## config.mk

```make
export PLATFORM = sky130hd
export DESIGN_NAME = wpk_uart_tx
export DESIGN_NICKNAME = d
export VERILOG_FILES = /design/src/rtl/wpk_pkg.sv /design/src/rtl/wpk_word_fifo.sv /design/src/rtl/wpk_unpacker.sv /design/src/rtl/wpk_serializer.sv /design/src/rtl/wpk_uart_tx.sv
export SDC_FILE = /design/constraint.sdc
export NUM_CORES = 1
export LEC_CHECK = 0
export CAP_MARGIN = 20
export CORE_MARGIN = 5
export CORE_UTILIZATION = 50
export DETAILED_ROUTE_END_ITERATION = 8
export GPL_TIMING_DRIVEN = 0
export PLACE_DENSITY = 0.67
export SYNTH_ARGS = -nofsm -noshare
export SYNTH_HDL_FRONTEND = slang
export SYNTH_SLANG_ARGS = --single-unit
```

## constraint.sdc

```tcl
create_clock -name clk -period 4.6 [get_ports clk]
set_input_delay 1.38 -clock clk [delete_from_list [all_inputs] [get_ports clk]]
set_output_delay 1.38 -clock clk [all_outputs]
set_load 0.02 [all_outputs]
```

## src/rtl/wpk_pkg.sv

```systemverilog
package wpk_pkg;
  localparam int WORD_BYTES = 4;
  localparam int WORD_W     = 8 * WORD_BYTES;
  localparam int FRAME_BITS = 10;

  // Select character number idx of a packed word.
  function automatic logic [7:0] pick_byte(input logic [WORD_W-1:0] w,
                                           input int unsigned idx);
    return w[idx*8 +: 8];
  endfunction

  // Frame, in shift order from bit 0: start 0, data LSB first, stop 1.
  function automatic logic [FRAME_BITS-1:0] build_frame(input logic [7:0] b);
    return {1'b1, b, 1'b0};
  endfunction

  // Character is the last of its word, or the last of the transfer.
  function automatic logic word_spent(input int unsigned idx,
                                      input logic last_of_xfer);
    return (idx == WORD_BYTES - 1) || last_of_xfer;
  endfunction
endpackage

```

## src/rtl/wpk_word_fifo.sv

```systemverilog
module wpk_word_fifo #(
  parameter int DEPTH = 16,
  parameter int W     = 32
) (
  input  logic         clk,
  input  logic         rst_n,
  input  logic         flush,
  input  logic         wr,
  input  logic [W-1:0] wdata,
  input  logic         rd,
  output logic [W-1:0] rdata,
  output logic         full,
  output logic         empty
);
  localparam int AW = (DEPTH > 1) ? $clog2(DEPTH) : 1;
  localparam int CW = $clog2(DEPTH + 1);

  logic [W-1:0]  mem [DEPTH];
  logic [AW-1:0] wp, rp;
  logic [CW-1:0] level;
  logic          do_wr, do_rd;

  assign full  = (level == CW'(DEPTH));
  assign empty = (level == '0);
  assign do_wr = wr && !full && !flush;
  assign do_rd = rd && !empty && !flush;
  assign rdata = mem[rp];

  function automatic logic [AW-1:0] bump(input logic [AW-1:0] p);
    return (p == AW'(DEPTH - 1)) ? '0 : p + 1'b1;
  endfunction

  always_ff @(posedge clk) begin
    if (do_wr) mem[wp] <= wdata;
  end

  always_ff @(posedge clk or negedge rst_n) begin
    if (!rst_n) begin
      wp    <= '0;
      rp    <= '0;
      level <= '0;
    end else if (flush) begin
      wp    <= '0;
      rp    <= '0;
      level <= '0;
    end else begin
      if (do_wr) wp <= bump(wp);
      if (do_rd) rp <= bump(rp);
      case ({do_wr, do_rd})
        2'b10:   level <= level + 1'b1;
        2'b01:   level <= level - 1'b1;
        default: level <= level;
      endcase
    end
  end
endmodule

```

## src/rtl/wpk_unpacker.sv

```systemverilog
module wpk_unpacker
  import wpk_pkg::*;
#(
  parameter int CNT_W = 16
) (
  input  logic              clk,
  input  logic              rst_n,
  input  logic              abort,
  input  logic              cnt_wr,
  input  logic [CNT_W-1:0]  cnt_val,
  input  logic              fifo_empty,
  input  logic [WORD_W-1:0] fifo_word,
  input  logic              ser_idle,
  output logic              fifo_pop,
  output logic              byte_take,
  output logic [7:0]        byte_out,
  output logic              last_take,
  output logic [CNT_W-1:0]  remaining
);
  localparam int IW = $clog2(WORD_BYTES);

  logic [WORD_W-1:0] cur_word;
  logic [IW-1:0]     idx;
  logic              have_word;
  logic              cnt_accept;
  logic              pending;

  assign pending    = (remaining != '0);
  assign cnt_accept = cnt_wr && !pending && (cnt_val != '0) && !abort;
  assign fifo_pop   = pending && !have_word && !fifo_empty && !abort;
  assign byte_take  = pending && have_word && ser_idle && !abort;
  assign last_take  = byte_take && (remaining == CNT_W'(1));
  assign byte_out   = pick_byte(cur_word, idx);

  always_ff @(posedge clk or negedge rst_n) begin
    if (!rst_n) begin
      remaining <= '0;
      cur_word  <= '0;
      idx       <= '0;
      have_word <= 1'b0;
    end else if (abort) begin
      remaining <= '0;
      idx       <= '0;
      have_word <= 1'b0;
    end else begin
      if (cnt_accept) remaining <= cnt_val;
      if (fifo_pop) begin
        cur_word  <= fifo_word;
        idx       <= '0;
        have_word <= 1'b1;
      end
      if (byte_take) begin
        remaining <= remaining - 1'b1;
        idx       <= idx + 1'b1;
        if (word_spent(idx, last_take)) have_word <= 1'b0;
      end
    end
  end
endmodule

```

## src/rtl/wpk_serializer.sv

```systemverilog
module wpk_serializer
  import wpk_pkg::*;
#(
  parameter int OSR = 16
) (
  input  logic       clk,
  input  logic       rst_n,
  input  logic       abort,
  input  logic       tick,
  input  logic       load,
  input  logic [7:0] din,
  output logic       txd,
  output logic       busy
);
  localparam int TW = (OSR > 1) ? $clog2(OSR) : 1;
  localparam int BW = $clog2(FRAME_BITS);

  logic [FRAME_BITS-1:0] shreg;
  logic [TW-1:0]         tcnt;
  logic [BW-1:0]         bcnt;

  always_ff @(posedge clk or negedge rst_n) begin
    if (!rst_n) begin
      busy  <= 1'b0;
      shreg <= '1;
      tcnt  <= '0;
      bcnt  <= '0;
    end else if (abort) begin
      busy  <= 1'b0;
      shreg <= '1;
      tcnt  <= '0;
      bcnt  <= '0;
    end else if (!busy) begin
      if (load) begin
        busy  <= 1'b1;
        shreg <= build_frame(din);
        tcnt  <= '0;
        bcnt  <= '0;
      end
    end else if (tick) begin
      if (tcnt == TW'(OSR - 1)) begin
        tcnt <= '0;
        if (bcnt == BW'(FRAME_BITS - 1)) begin
          busy <= 1'b0;
        end else begin
          bcnt  <= bcnt + 1'b1;
          shreg <= {1'b1, shreg[FRAME_BITS-1:1]};
        end
      end else begin
        tcnt <= tcnt + 1'b1;
      end
    end
  end

  assign txd = busy ? shreg[0] : 1'b1;
endmodule

```

## src/rtl/wpk_uart_tx.sv

```systemverilog
module wpk_uart_tx
  import wpk_pkg::*;
#(
  parameter int FIFO_DEPTH = 16,
  parameter int CNT_W      = 16,
  parameter int OSR        = 16
) (
  input  logic              clk,
  input  logic              rst_n,
  input  logic              baud_tick,
  input  logic              cnt_wr,
  input  logic [CNT_W-1:0]  cnt_val,
  input  logic              word_wr,
  input  logic [WORD_W-1:0] word_data,
  input  logic              tx_reset,
  input  logic              done_clr,
  output logic              txd,
  output logic              fifo_space,
  output logic              fifo_empty,
  output logic              done_evt,
  output logic              ovf_err
);
  // Named internal events, also observed by the bound checker.
  logic              fifo_full;
  logic              fifo_pop;
  logic [WORD_W-1:0] fifo_word;
  logic              byte_take;
  logic              last_take;
  logic [7:0]        byte_out;
  logic [CNT_W-1:0]  remaining;
  logic              ser_busy;
  logic              wr_dropped;

  wpk_word_fifo #(.DEPTH(FIFO_DEPTH), .W(WORD_W)) u_fifo (
    .clk   (clk),
    .rst_n (rst_n),
    .flush (tx_reset),
    .wr    (word_wr),
    .wdata (word_data),
    .rd    (fifo_pop),
    .rdata (fifo_word),
    .full  (fifo_full),
    .empty (fifo_empty)
  );

  wpk_unpacker #(.CNT_W(CNT_W)) u_unpack (
    .clk        (clk),
    .rst_n      (rst_n),
    .abort      (tx_reset),
    .cnt_wr     (cnt_wr),
    .cnt_val    (cnt_val),
    .fifo_empty (fifo_empty),
    .fifo_word  (fifo_word),
    .ser_idle   (!ser_busy),
    .fifo_pop   (fifo_pop),
    .byte_take  (byte_take),
    .byte_out   (byte_out),
    .last_take  (last_take),
    .remaining  (remaining)
  );

  wpk_serializer #(.OSR(OSR)) u_ser (
    .clk   (clk),
    .rst_n (rst_n),
    .abort (tx_reset),
    .tick  (baud_tick),
    .load  (byte_take),
    .din   (byte_out),
    .txd   (txd),
    .busy  (ser_busy)
  );

  assign fifo_space = !fifo_full;
  assign wr_dropped = word_wr && fifo_full && !tx_reset;

  // Set has priority over the clear command.
  always_ff @(posedge clk or negedge rst_n) begin
    if (!rst_n)         done_evt <= 1'b0;
    else if (last_take) done_evt <= 1'b1;
    else if (done_clr)  done_evt <= 1'b0;
  end

  always_ff @(posedge clk or negedge rst_n) begin
    if (!rst_n)          ovf_err <= 1'b0;
    else if (tx_reset)   ovf_err <= 1'b0;
    else if (wr_dropped) ovf_err <= 1'b1;
  end
endmodule

```

* After elaboration in Yosys (flattened, before gate mapping)
Memory sizes are Yosys's and may differ from the RTL's. A register that Yosys moved wholly into a read port is not among the register bits.
Cells that the tools add are included.
** Storage, ports and cells
- RAM bits :: 512
- Bits in registers :: 53
- Output and inout port bits :: 5
- Memories :: 1
- Bits of input ports :: 55
** Operators by class
- Equal/unequal tests :: 12
- Reductions and logical operators :: 38
- Mux-type cells :: 47
- Add/subtract/negate cells :: 8
- Bitwise operators :: 1
- Shifts and indexed selects :: 1
** Memories
- u_fifo.mem :: depth 16, bits a word 32, read ports 1, clocked after Yosys merged registers in 1, wr ports 1, RTL line wpk_word_fifo.sv:18 : logic [W-1:0] mem [DEPTH];
** Operator list (count)
- 4-bit two-way mux :: 16
- 10-bit two-way mux :: 6
- 16-bit two-way mux :: 3
- 16-bit nonzero test :: 2
- 32-bit by 6-bit indexed part select with 8-bit output :: 1
- 1-bit two-way mux :: 17
- 4-bit by 1-bit adder with 4-bit output (second input constant) :: 4
- 16-bit by 1-bit equality test with 1-bit output (second input constant) :: 1
- 4-bit equality test (second input constant) :: 4
- 1-bit logical AND :: 16
- 16-bit by 1-bit subtractor with 16-bit output (second input constant) :: 1
- 3-bit nonzero test :: 4
- 5-bit case mux with 2 select lines :: 1
- 3-bit != test (second input constant) :: 3
- 2-bit nonzero test :: 4
- 1-bit zero test :: 7
- 2-bit two-way mux :: 3
- 5-bit by 1-bit adder with 5-bit output (second input constant) :: 1
- 5-bit equality test (second input constant) :: 1
- 5-bit zero test :: 1
- 5-bit two-way mux :: 1
- 5-bit by 1-bit subtractor with 5-bit output (second input constant) :: 1
- 2-bit equality test (second input constant) :: 2
- 2-bit AND reduction :: 2
- 5 further kinds :: 5

* Depth between registers and ports, before layout
Gate-level depths: netlist of the first run.
- Depth after elaboration :: 9
- Gate-level depth with buffers :: 14
- Mapped depth without buffers :: 13

* Modules after synthesis
A second synthesis of the first run with hierarchy kept.
** Unflattened totals
- Cells, all modules :: 1431
- Area, all modules :: 24477.2 µm²
** By module, submodules not included
- wpk_word_fifo :: seq. area each 15700.1 µm², cells each 1075, times used 1, area an instance 20544.7 µm²
- wpk_unpacker :: seq. area each 1276.2 µm², cells each 218, times used 1, area an instance 2642.5 µm²
- wpk_serializer :: seq. area each 461.7 µm², cells each 130, times used 1, area an instance 1212.4 µm²
- wpk_uart_tx :: seq. area each 50.0 µm², cells each 8, times used 1, area an instance 77.6 µm²

* Worst setup path after synthesis of the first run
No wires, ideal clock.
- Path type :: input-to-reg
- Start point :: in tx_reset
- End point :: mem u_fifo.mem[3][0] (enable)
- Slack :: -94 ps
- Data required time :: 4139 ps
- Data arrival time :: 4233 ps
- Stages on the path :: 5
- Path buffers :: 2
- Path through :: clkbuf_1 > clkbuf_8 > nor2_1 > nand2_1 > nor3_1
** Between the ends
- Longest elaborated chain between the ends :: 4
** Ends and longest elaborated chain
- start: declaration :: RTL line wpk_uart_tx.sv:15 : input logic tx_reset,
- 1-bit zero test :: RTL line wpk_word_fifo.sv:25 : assign do_wr = wr && !full && !flush;
- 1-bit logical AND :: RTL line wpk_word_fifo.sv:25
- 1-bit two-way mux :: RTL line wpk_word_fifo.sv:34 : if (do_wr) mem[wp] <= wdata;
- 1-bit two-way mux (implied by the code) :: RTL line wpk_word_fifo.sv:34
- end: declaration :: RTL line wpk_word_fifo.sv:18
Every way passes these cells.

* Worst setup path in the final report of the first run
- Start point :: reg u_unpack.remaining[11]
- End point :: reg u_fifo.level[4]
** Between the ends
- Longest elaborated chain between the ends :: 9
- Elaborated cells between the ends (all ways) :: 11
** Ends and longest elaborated chain
- start: declaration :: RTL line wpk_unpacker.sv:18 : output logic [CNT_W-1:0] remaining
- start signal: assignment :: RTL line wpk_unpacker.sv:46 : if (cnt_accept) remaining <= cnt_val;
- start signal: assignment :: RTL line wpk_unpacker.sv:53 : remaining <= remaining - 1'b1;
- 16-bit nonzero test * :: RTL line wpk_unpacker.sv:28 : assign pending = (remaining != '0);
- 1-bit logical AND * (3 in series) :: RTL line wpk_unpacker.sv:30 : assign fifo_pop = pending && !have_word && !fifo_empty && !abort;
- 1-bit logical AND * (2 in series) :: RTL line wpk_word_fifo.sv:26 : assign do_rd = rd && !empty && !flush;
- 2-bit by 1-bit equality test with 1-bit output / 2-bit equality test (equally long branches) :: RTL line wpk_word_fifo.sv:49 : case ({do_wr, do_rd})
- 5-bit case mux with 2 select lines :: RTL line wpk_word_fifo.sv:49
- 5-bit two-way mux :: RTL line wpk_word_fifo.sv:42 : end else if (flush) begin
- end signal: assignment :: RTL line wpk_word_fifo.sv:50 : 2'b10: level <= level + 1'b1;
- end signal: assignment :: RTL line wpk_word_fifo.sv:51 : 2'b01: level <= level - 1'b1;
- end signal: assignment :: RTL line wpk_word_fifo.sv:52 : default: level <= level;
- end: declaration :: RTL line wpk_word_fifo.sv:20 : logic [CW-1:0] level;
Every way passes the cells marked *; elsewhere a longest branch is shown, timed or not.
A chain may end at the register's enable or synchronous reset.

==> metrics.txt, run 1 <==
Mapped Cells=1,369; TritonCTS Sinks=596; Final Slew Violations=0; cell leakage power=9.01 nW; width of the die=229 um; CP peak stage delay=0.55 ns; I/O pin count=60; Inserted Diodes=0; Mapped Area=24,100 sq um; family with the most delay on the worst path=simple AND/OR/NAND/NOR gates; Final Util=58.8%; share of layout cells above drive strength 1=16.8%; Synth Area per Inst=17.6 sq um; first-pass GRT wire length=81.2 mm; worst setup path category=reg2reg; clock buffer depth=3; Distinct cells, synth=65; Max H-tree Level=2; Gates resized, CTS repair=0; Worst-Skew Late Latency=0.61 ns; Final GP Congestion=0.875; vias in the first global route=13,300; status=finished, final reports clean; multi-input logic area=6320 sq um; syn_nets=1,440; setup_tns=0 ns; CTS clock-pin slew for the worst setup and hold paths=0.06 ns; Fillers=3,530; TritonRoute pass-1 iters=5; per-cell routed wire length=24.3 um; worst path buffer plus inverter count=3; Fin Clk Skew=0.0146 ns; fin crit share=86.6%; CP arrival=4.48 ns; slowest CP cell=or4_1; fin cells=2,176; Die H=229 um; Min-Delay Path Class=reg2reg; RSZ-0062 raised after global routing=false; P per Cell Area=524 nW/um^2; fin area=28,000 sq um; Synth-to-Final Area Change=16.3%; reg2reg setup slack=0.62 ns; Initial Util=50.5%; cells along the critical path=or4_1, buf_6, nor4_4, clkbuf_1, nor2_1, nand3_1, inv_1, ha_1, a21o_1, a21oi_1, mux2i_1, mux2_1; Placed Instances=2,065; Slew headroom=29.3%; Register Area=17,500 sq um; Initial DRC Count=1,122; final hold vios=0; most used flip-flop cell after synthesis=edfxtp_1; initial antenna violation count=0; fin nets=1,585; worst-path maximum fanout=10; Global Route Usage Sum=20.1%; crit path time final=3.98 ns; sequential fraction of the synthesis area=72.7%; antenna-violating nets left=0; die area=52,600 sq um; Synth warnings=0; number of buffers created by CTS=59; vias per inst=6.01; largest net degree at the start of global routing=63; Root Buffer=clkbuf_16; core footprint=47,600 sq um; Detailed Place HPWL=35.9 mm; Final Setup Violations=0; hold_buf cts=0; TritonCTS clock tree=built; worst endpoint required time=5.10 ns; Post-synth EDFFs=512; I/O Buffers=58; Worst VDD drop=300 uV; crit path launch type=flop; synthesis-stage register bit count=596; maximum clock frequency=0.251 GHz; Cell Area, Placed=26,100 sq um; Async SR Flop Fraction=14.1%; global route total overflow=0; Setup Fix Bufs, Post-CTS=0; Least-Margin Pin Slew=1.06 ns; MaxCap Viol Count=0; final wirelength=52.9 mm; number of remaining DRC errors=0; via count of the routed design=13,100; Worst setup EP type=flop; Row Count=80
synth_stat cells, types with 15 or more instances:
cell type | instances | area [sq um]
dfrtp_1 | 75 | 1880
nor2_1 | 42 | 158
o22ai_1 | 33 | 206
clkbuf_1 | 44 | 165
buf_1 | 17 | 63.8
inv_1 | 16 | 60.1
o21ai_0 | 51 | 255
nor2b_1 | 35 | 219
a21oi_1 | 30 | 150
nor3_1 | 16 | 80.1
o31ai_1 | 32 | 240
mux4_2 | 104 | 2340
nand2_1 | 97 | 364
ha_1 | 15 | 188
edfxtp_1 | 512 | 15400
mux2i_1 | 107 | 1070
state kept, by name (all words and copies together) (netlist names), 4 cells and up:
register / cells
u_fifo.mem: 512
u_unpack.cur_word: 32
u_unpack.remaining: 16
u_ser.shreg: 9
u_fifo.level: 5
u_fifo.rp: 4
u_fifo.wp: 4
u_ser.bcnt: 4
u_ser.tcnt: 4
routing by layer:
layer | wire [um] | part of all wire (%) | vias up | global-route usage, %
met5 | 0 | 0 | - | 0
met4 | 1410 | 2.7 | 0 | 5.64
met3 | 2880 | 5.5 | 105 | 3.83
met2 | 25700 | 49 | 402 | 32.8
met1 | 22900 | 43 | 6808 | 28.2
li1 | - | - | 5767 | -
power by group:
part           switching, mW  total (mW)  internal, mW  leakage (nW)
sequential             0.229        6.46          6.23          5.69
combinational           2.08        3.66          1.58          2.44
clock                   1.97        4.56          2.59         0.879
final cells by class:
class | instances | area share, %
flip-flops and latches | 596 | 62.5
multi-input cells | 679 | 22.6
clock buffers | 81 | 5.68
repair buffers | 84 | 4.31
well taps | 615 | 2.75
plain buffers | 77 | 1.20
clock inverters | 27 | 0.822
inverters | 17 | 0.228
path summary, 6_finish.rpt:
path	depth (start not counted)	from	end
min reg2reg	2	ovf_err	ovf_err
max in group asynchronous	2	rst_n	u_ser.shreg[7]
min	2	ovf_err	ovf_err
max reg2reg	12	u_unpack.remaining[11]	u_fifo.level[4]
max	12	u_unpack.remaining[11]	u_fifo.level[4]
min in group asynchronous	1	rst_n	u_unpack.remaining[9]
worst min-delay path, cell delays in order, from the launching register on:
cell and delay (ns):
dfrtp_1 0.34, a31oi_1 0.04, nor2_1 0.07
layout by cell type (no fill, tap or decap), drive strengths merged, types with 4 or more instances in the layout:
| master | count |
|---|---|
| nor4 | 13 |
| a21o | 4 |
| o21ai | 53 |
| xnor2 | 4 |
| o31ai | 32 |
| o22ai | 33 |
| clkinv | 19 |
| nand3 | 15 |
| a31oi | 10 |
| dfrtp | 75 |
| edfxtp | 512 |
| inv | 20 |
| clkdlybuf4s50 | 57 |
| a21oi | 31 |
| nor2b | 35 |
| mux2i | 107 |
| nand2b | 6 |
| nand2 | 98 |
| nor2 | 42 |
| or3 | 4 |
| mux4 | 104 |
| or4 | 8 |
| dfstp | 9 |
| clkbuf | 127 |
| ha | 15 |
| nor3 | 16 |
| buf | 58 |
metrics by stage:
stage / power (mW) / hold slack [ns] / setup slack, ns
5_1_grt: 15.3 / 0.510 / 0.356
4_1_cts: 14.7 / 0.497 / 0.626
3_3_place_gp: 10.0 / 0.462 / -1.36
3_5_place_dp: 10.2 / 0.476 / 0.433
2_1_floorplan: 9.05 / 0.445 / 0.762
6_report: 14.7 / 0.490 / 0.616
kinds of logic (layout without fill, tap and decap cells):
family	Yosys count	count (layout)	share of synthesized area [%]
buf+inv	94	286	1.66
compound gates	188	188	4.92
flops	596	596	72.7
xor+xnor	7	7	0.255
fa+ha+maj	16	16	0.863
mux	214	214	14.3
simple gates	254	254	5.33
Note: power is estimated with default switching activity, not from simulation.
==> inputs of run 2 (changes only) <==
ABC_AREA = 1   (was default)
CAP_MARGIN = default   (was 20)
DONT_BUFFER_PORTS = 1   (was default)
PLACE_DENSITY = default   (was 0.67)
==> run 2 against run 1 <==
Net effect:
- clock skew is 0.015 ns higher
- non-clock buffer count fell by 16
- core utilization is 1.3 points lower
- largest cell class unchanged
- highest routed layer unchanged
==> metrics.txt, run 2 <==
Regs by FF count=u_fifo.mem (512), u_unpack.cur_word (32), u_unpack.remaining (16); Final GP Congestion=0.872; Worst-Skew Late Latency=0.60 ns; fin area=28,200 sq um; Initial Util=50.7%; synthesis-stage register bit count=596; MaxCap Viol Count=0; fin nets=2,352; largest net degree at the start of global routing=85; crit path time final=3.04 ns; worst endpoint required time=4.89 ns; I/O pin count=60; CTS clock-pin slew for the worst setup and hold paths=0.05 ns; final wirelength=67.5 mm; Initial DRC Count=1,481; Final Slew Violations=0; global route total overflow=0; CP arrival=3.33 ns; cells along the critical path=clkbuf_1, nor2_1, nand2_1, nor2_4, buf_12; Area contributors post-synth=edfxtp_1 (62%), nand2_1 (7.7%), dfrtp_1 (7.5%); Worst setup EP type=flop; top post-synthesis cells by count=nand2_1 (513), edfxtp_1 (512), nor2_1 (249), o21ai_0 (222), a21oi_1 (98); RSZ-0062 raised after global routing=false; Die H=233 um; Row Count=81; Least-Margin Pin Slew=0.928 ns; TritonCTS clock tree=built; width of the die=233 um; syn_nets=2,258; Async SR Flop Fraction=14.1%; Synth-to-Final Area Change=13.4%; hold_buf cts=0; Final Setup Violations=0; clock buffer depth=3; Worst VDD drop=356 uV; TritonRoute pass-1 iters=5; setup_tns=0 ns; number of buffers created by CTS=66; sequential fraction of the synthesis area=70.2%; Synth Area per Inst=11.4 sq um; Setup WS pre-CTS=0.955 ns; Setup Fix Bufs, Post-CTS=0; worst-path maximum fanout=17; most used flip-flop cell after synthesis=edfxtp_1; die area=54,400 sq um; family with the most delay on the worst path=simple AND/OR/NAND/NOR gates; vias in the first global route=16,700; I/O Buffers=0; initial antenna violation count=0; worst setup path category=in2reg; Post-synth EDFFs=512; worst setup margin=1.56 ns; Mapped Cells=2,187; crit path launch type=input pin; Synth warnings=0; share of layout cells above drive strength 1=9.45%; Mapped Area=24,900 sq um; via count of the routed design=16,900; worst path buffer plus inverter count=2; most common cell after layout, fill and taps aside=nand2_1; status=finished, final reports clean; Root Buffer=clkbuf_16; Global Route Usage Sum=25.1%; Inserted Diodes=0; cell leakage power=10.4 nW; Cell Area, Placed=26,300 sq um; maximum clock frequency=0.329 GHz; vias per inst=5.64; Max H-tree Level=3; Largest register FFs=512; P per Cell Area=542 nW/um^2; largest reg by FF count=u_fifo.mem; Min-Delay Path Class=reg2reg; Fin Clk Skew=0.0300 ns; Synth area leader=edfxtp_1; first-pass GRT wire length=102 mm; per-cell routed wire length=22.6 um; Detailed Place HPWL=45.8 mm; Distinct cells, synth=39; final hold vios=0; Final Util=57.4%; CP peak stage delay=0.66 ns; fin cells=2,991; most frequent cells in the layout=nand2_1 (513), edfxtp_1 (512), nor2_1 (237); number of remaining DRC errors=0; most frequent cell after synthesis=nand2_1; antenna-violating nets left=0; Placed Instances=2,877; core footprint=49,200 sq um; slowest CP cell=nor2_4; Slew headroom=37.8%; Gates resized, CTS repair=0; fin crit share=66.1%; Synth top area share=61.7%; Fillers=4,090; TritonCTS Sinks=596
-- run 2: cell types whose count changed after synthesis, sizes merged, moves of 78 or more --
cell	change
nand2	+421
nor2	+212
mux4	-104
o21ai	+206
nand3	+78
mux2i	-107
-- run 2: report_power, final --
group / switching, mW / internal [mW]
logic: 2.77 / 1.12
clock network: 2.08 / 2.83
registers: 0.220 / 6.29
total: 5.07 / 10.2
-- run 2: worst min-delay path: stages (launching register included) --
cell and delay [ns]:
dfstp_2 0.37, nand2_1 0.05, o21ai_1 0.05
-- run 2: cells by family after synthesis --
| group | Yosys count | share of synthesized area (%) |
|---|---|---|
| and+or+nand+nor | 887 | 14.4 |
| DFF | 596 | 70.2 |
| AOI/OAI and AO/OA | 485 | 10.8 |
| buffers and inverters | 191 | 3.26 |
| adders and majority gates | 16 | 0.834 |
| xor gates and xnor gates | 12 | 0.422 |
-- run 2: cell type report --
type | instances | area [sq um] | share of cell area [%]
Buffer | 119 | 542 | 1.92
Clock inverter | 30 | 213 | 0.753
Clock buffer | 84 | 1770 | 6.27
Sequential cell | 596 | 17500 | 61.9
Multi-Input combinational cell | 1400 | 6710 | 23.8
Inverter | 72 | 270 | 0.957
Timing Repair Buffer | 26 | 409 | 1.45
Tap cell | 664 | 831 | 2.94
-- run 2: final timing paths --
check                      cells past startpoint  slack (ns)                end            start
min in group asynchronous                      0        0.50       u_fifo.rp[0]            rst_n
max in group asynchronous                      0        3.87     u_ser.shreg[6]            rst_n
setup reg to reg                               7        1.77  u_fifo.mem[10][8]  u_fifo.level[0]
hold reg to reg                                2        0.47     u_ser.shreg[8]   u_ser.shreg[8]
hold / removal                                 2        0.47     u_ser.shreg[8]   u_ser.shreg[8]
setup / recovery                               5        1.56  u_fifo.mem[10][8]         tx_reset
-- run 2: metal layers --
metal,track usage [%],share of wire (%),vias up
li1,-,-,7861
met1,34.0,42,8249
met2,40.8,48,620
met3,5.74,7.5,127
met4,7.85,3.0,0
met5,0,0,-
-- run 2: per-stage QoR --
step                total power, mW  hold WS (ns)
finish                         15.3         0.472
global route                   16.1         0.457
CTS                            15.4         0.456
detailed placement             10.5         0.463
global placement               10.4         0.459
floorplan                      9.06         0.444
